[src/rtl/led_pwm_pkg.sv]
package led_pwm_pkg;

    // Where a port takes its brightness code from.
    typedef enum logic {
        SRC_OWN    = 1'b0,
        SRC_COMMON = 1'b1
    } duty_src_e;

    // Number of phase slots in one cycle (45-degree spacing).
    localparam int unsigned PHASE_SLOTS = 8;

    // Phase offset of a port in steps, for a cycle of 2**code_w steps.
    function automatic int unsigned port_offset(int unsigned port, int unsigned code_w);
        int unsigned cycle_len;
        cycle_len = 1 << code_w;
        return (port * (cycle_len / PHASE_SLOTS)) % cycle_len;
    endfunction

endpackage

[src/rtl/led_pwm_step_ctr.sv]
module led_pwm_step_ctr #(
    parameter int unsigned CODE_W = 8
) (
    input  logic              clk,
    input  logic              rst,
    input  logic              run,
    input  logic              tick,
    output logic [CODE_W-1:0] step,
    output logic [CODE_W-1:0] step_next
);

    logic [CODE_W-1:0] step_q;

    // Value the counter takes on the next advancing tick (wraps naturally).
    assign step_next = step_q + CODE_W'(1);

    always_ff @(posedge clk) begin
        if (rst || !run) begin
            step_q <= '0;
        end else if (tick) begin
            step_q <= step_next;
        end
    end

    assign step = step_q;

endmodule

[src/rtl/led_pwm_port.sv]
module led_pwm_port
    import led_pwm_pkg::*;
#(
    parameter int unsigned      CODE_W = 8,
    parameter logic [CODE_W-1:0] OFFSET = '0
) (
    input  logic              clk,
    input  logic              rst,
    input  logic              run,
    input  logic              tick,
    input  logic [CODE_W-1:0] step,
    input  logic [CODE_W-1:0] step_next,
    input  logic              port_en,
    input  duty_src_e         src_sel,
    input  logic [CODE_W-1:0] own_code,
    input  logic [CODE_W-1:0] common_code,
    output logic              sink
);

    logic [CODE_W-1:0] live_code;
    logic [CODE_W-1:0] shadow_q;
    logic [CODE_W-1:0] local_step;
    logic              cycle_restart;
    logic              lit;

    always_comb begin
        unique case (src_sel)
            SRC_COMMON: live_code = common_code;
            default:    live_code = own_code;
        endcase
    end

    // The next tick puts the counter onto this port's offset.
    assign cycle_restart = tick && (step_next == OFFSET);

    always_ff @(posedge clk) begin
        if (rst) begin
            shadow_q <= '0;
        end else if (!run || cycle_restart) begin
            shadow_q <= live_code;
        end
    end

    assign local_step = step - OFFSET;

    // All-ones code means on for the whole cycle.
    assign lit  = (&shadow_q) || (local_step < shadow_q);
    assign sink = run && port_en && lit;

endmodule

[src/rtl/led_pwm_dimmer.sv]
module led_pwm_dimmer
    import led_pwm_pkg::*;
#(
    parameter int unsigned NUM_PORTS = 4,
    parameter int unsigned CODE_W    = 8
) (
    input  logic                          clk,
    input  logic                          rst,
    input  logic                          tick,
    input  logic                          glb_en,
    input  logic [NUM_PORTS-1:0]          port_en,
    input  logic [NUM_PORTS-1:0]          use_common,
    input  logic [NUM_PORTS*CODE_W-1:0]   duty_own,
    input  logic [CODE_W-1:0]             duty_common,
    output logic [NUM_PORTS-1:0]          sink_on
);

    logic [CODE_W-1:0] step_q;
    logic [CODE_W-1:0] step_nx;

    led_pwm_step_ctr #(
        .CODE_W (CODE_W)
    ) i_step (
        .clk       (clk),
        .rst       (rst),
        .run       (glb_en),
        .tick      (tick),
        .step      (step_q),
        .step_next (step_nx)
    );

    for (genvar g = 0; g < NUM_PORTS; g++) begin : g_port
        localparam logic [CODE_W-1:0] OFS = CODE_W'(port_offset(g, CODE_W));

        duty_src_e sel;
        assign sel = use_common[g] ? SRC_COMMON : SRC_OWN;

        led_pwm_port #(
            .CODE_W (CODE_W),
            .OFFSET (OFS)
        ) i_port (
            .clk         (clk),
            .rst         (rst),
            .run         (glb_en),
            .tick        (tick),
            .step        (step_q),
            .step_next   (step_nx),
            .port_en     (port_en[g]),
            .src_sel     (sel),
            .own_code    (duty_own[g*CODE_W +: CODE_W]),
            .common_code (duty_common),
            .sink        (sink_on[g])
        );
    end

endmodule

[config.mk]
export PLATFORM = sky130hd
export DESIGN_NAME = led_pwm_dimmer
export DESIGN_NICKNAME = d
export VERILOG_FILES = /design/src/rtl/led_pwm_pkg.sv /design/src/rtl/led_pwm_step_ctr.sv /design/src/rtl/led_pwm_port.sv /design/src/rtl/led_pwm_dimmer.sv
export SDC_FILE = /design/constraint.sdc
export NUM_CORES = 1
export LEC_CHECK = 0
export CAP_MARGIN = 0
export CORE_MARGIN = 2
export CORE_UTILIZATION = 44
export DETAILED_ROUTE_END_ITERATION = 10
export MAX_ROUTING_LAYER = met4
export PLACE_DENSITY_LB_ADDON = 0.3
export RECOVER_POWER = 25
export SYNTH_ARGS = -nofsm -noshare
export SYNTH_HDL_FRONTEND = slang
export SYNTH_SLANG_ARGS = --single-unit
export TNS_END_PERCENT = 100
[constraint.sdc]
create_clock -name clk -period 4.4 [get_ports clk]
set_input_delay 0.88 -clock clk [delete_from_list [all_inputs] [get_ports clk]]
set_output_delay 0.88 -clock clk [all_outputs]
set_load 0.005 [all_outputs]
==> results.md <==
- Yosys reg bits: 40
- Leakage: about 0.0014 uW
- Synth warnings: 0
- Antenna violations before repair: 0
- Slew HR: approximately 22%
- Critical path peak fanout: 5
- Number of inserted diodes: 0
- Fmax: about 0.29 GHz
- Detailed-route via count: approximately 2400
- ANT nets after route: 0
- Max-Cap Viols: 0
- Final hold violation count: 0
- Cells after synthesis: between 300 and 400
- Final Util: around 55%
- Synth async-reset ratio: 0%
- Worst-margin pin slew: approximately 1200 ps
- Vias in the first global route: around 2300
- Critical Path End Type: output pin
- Detailed-placement wirelength estimate: about 5200 um
- Worst hold path type: reg -> reg
- CP cell instances: inv_1, ha_1, xor2_1, ha_1, a21oi_1, o211ai_1, a21oi_1, clkdlybuf4s50_1
- Synth top area share: 27.6%
- Site Rows: 29
- Post-synth EDFFs: 0
- Final WL: 6790 um
- CTS Buf Count: 5
- Area delta synth->final: 20.6%
- PwrDens: 235 nW/um2
- Final hold slack: 518 ps
- Drt pass-1 iters: 4
- Worst reg2reg path depth: 7
- Slew Viols, Final: 0
- TritonCTS clock tree: built
- H-Tree Depth: 2
- Final #Nets: 452
- Num ports: 56
- Startpoint Class: flop
- Drt initial violations: 91
- RSZ-0062 raised after global routing: false
- Mapped cell area: a little under 3000 um2
- PortBufs: 55
- DIE WIDTH: about 85 um
- Layout fillers: between 500 and 600
- Worst Skew: 4.31 ps
- Max incr delay on CP: 510 ps
- Gpl congestion: between 0.8 and 0.9
- Post-synth top cells: 40 x dfxtp_1, 40 x nor2_1, 33 x mux2i_1
- Hold depth: 2
- Initial Util: between 40% and 50%
- Largest cells by area after synthesis: dfxtp_1 28%, ha_1 13%, mux2i_1 11%, a211oi_1 6.2%, nor2_1 5.2%
- Crit path time final: between 3000 and 4000 ps
- CTS max path bufs: 2
- Slowest stage cell, crit path: clkdlybuf4s50_1
- Clk sinks: 40
- Pin count of the biggest net entering global routing: 23
- Die Area: just over 7000 um2
- Setup TNS: 0 ps
- Vias per inst: 5.29
- Clock latency at the later pin of the worst-skew pair: about 300 ps
- First-pass GRT wire length: around 11000 um
- Synth Flop Type: dfxtp_1
- Post-CTS sizing: 0
- Sequential share of the synthesized area: around 28%
- Postcts setup bufs: 0
- Req. time, crit path: between 3000 and 4000 ps
- Outcome: complete, no violations
- CP Class: reg -> out
- Mapped Nets: 409
- Synth area leader: dfxtp_1
- Chip Height: around 85 um
- Final setup violation count: 0
- Post-synth cell types: 32
- Placed instance area: around 3400 um2
- # DRC: 0
- Hold buffers post-CTS: 0
- Clock root cell: clkbuf_8
- Final Cell Area: 3500 um2
- Share of cells above drive strength 1: 9.49%
- Global-route usage over all layers: between 20% and 30%
- Clk slew on worst S/H paths: ~70 ps
- Post-route clock period utilization: around 79%
- Wirelength per Cell: between 15 and 20 um
- GRT Residual Overflow: 0
- Maximum vdd ir drop: 0.165 mV
- Mapped Avg Cell Area: ~8.9 um2
- CORE AREA: 6350 um2
- CP arrival: around 2600 ps
final cells by class:
class,count,area (um2),share of cell area (%)
Inverter,31,116,3.33
Clock inverter,1,5.00,0.143
Clock buffer,6,72.6,2.08
Sequential cell,40,801,22.9
Timing Repair Buffer,57,566,16.2
Tap cell,77,96.3,2.75
Multi-Input combinational cell,234,1840,52.6
final timing paths:
check / from / to / slack (ps)
max: i_step.step[6]$_SDFFE_PP0P_ / sink_on[1] / 920
min: g_port[0].i_port.shadow_q[5]$_SDFFE_PP0P_ / g_port[0].i_port.shadow_q[5]$_SDFFE_PP0P_ / 520
max reg2reg: i_step.step[1]$_SDFFE_PP0P_ / g_port[1].i_port.shadow_q[5]$_SDFFE_PP0P_ / 1650
min reg2reg: g_port[0].i_port.shadow_q[5]$_SDFFE_PP0P_ / g_port[0].i_port.shadow_q[5]$_SDFFE_PP0P_ / 520
layout by cell type, fill, tap and decap left out, types with 8 or more instances in the layout:
| cell | instances |
|---|---|
| a211oi_2 | 8 |
| nor2_1 | 40 |
| nand4_1 | 11 |
| dfxtp_1 | 40 |
| a21o_1 | 8 |
| mux2i_1 | 33 |
| nor2_2 | 9 |
| clkdlybuf4s50_1 | 53 |
| inv_1 | 31 |
| a211oi_1 | 24 |
| a21oi_1 | 16 |
| ha_1 | 31 |
| nand2_1 | 13 |
per-layer routing:
layer | share of wire (%) | wire length (um) | track usage (%)
met1 | 47 | 3190 | 25.5
met2 | 48 | 3280 | 33.6
met3 | 3.7 | 251 | 3.60
met4 | 1.1 | 74 | 4.76
met5 | 0 | 0 | -
critical path: cells and delay by family, from the launching register on:
kind                     cells  cell delay (ps)
AO/OA/AOI/OAI                3              390
XOR/XNOR                     1              160
adder cells (fa/ha/maj)      2              540
buffers and inverters        2              720
flip-flops                   1              490
registers in the layout (all words and copies together) (netlist names):
register	count
g_port.i_port.shadow_q	32
i_step.step	8
through the flow:
step	setup slack (ps)	total power [uW]	instances
after floorplan	1810	522	326
final	923	823	446
after global placement	978	590	439
after global routing	782	869	446
after CTS	925	830	446
after detailed placement	976	596	439
where the power goes:
group	internal, uW	switching [uW]
sequential	384	19.8
clock	108	130
combinational	98.9	81.9
total	591	232
cells by family (layout without fill, tap and decap cells):
group / after synthesis / count (layout) / synth area share, %
buffers and inverters: 52 / 95 / 8.59
AO/OA/AOI/OAI: 71 / 71 / 19.9
adder cells (fa/ha/maj): 31 / 31 / 13.4
flip-flops: 40 / 40 / 27.6
AND/OR/NAND/NOR: 85 / 85 / 14.3
XOR/XNOR: 14 / 14 / 4.75
multiplexers: 33 / 33 / 11.4
No activity file was read; power rests on OpenSTA's default activity.
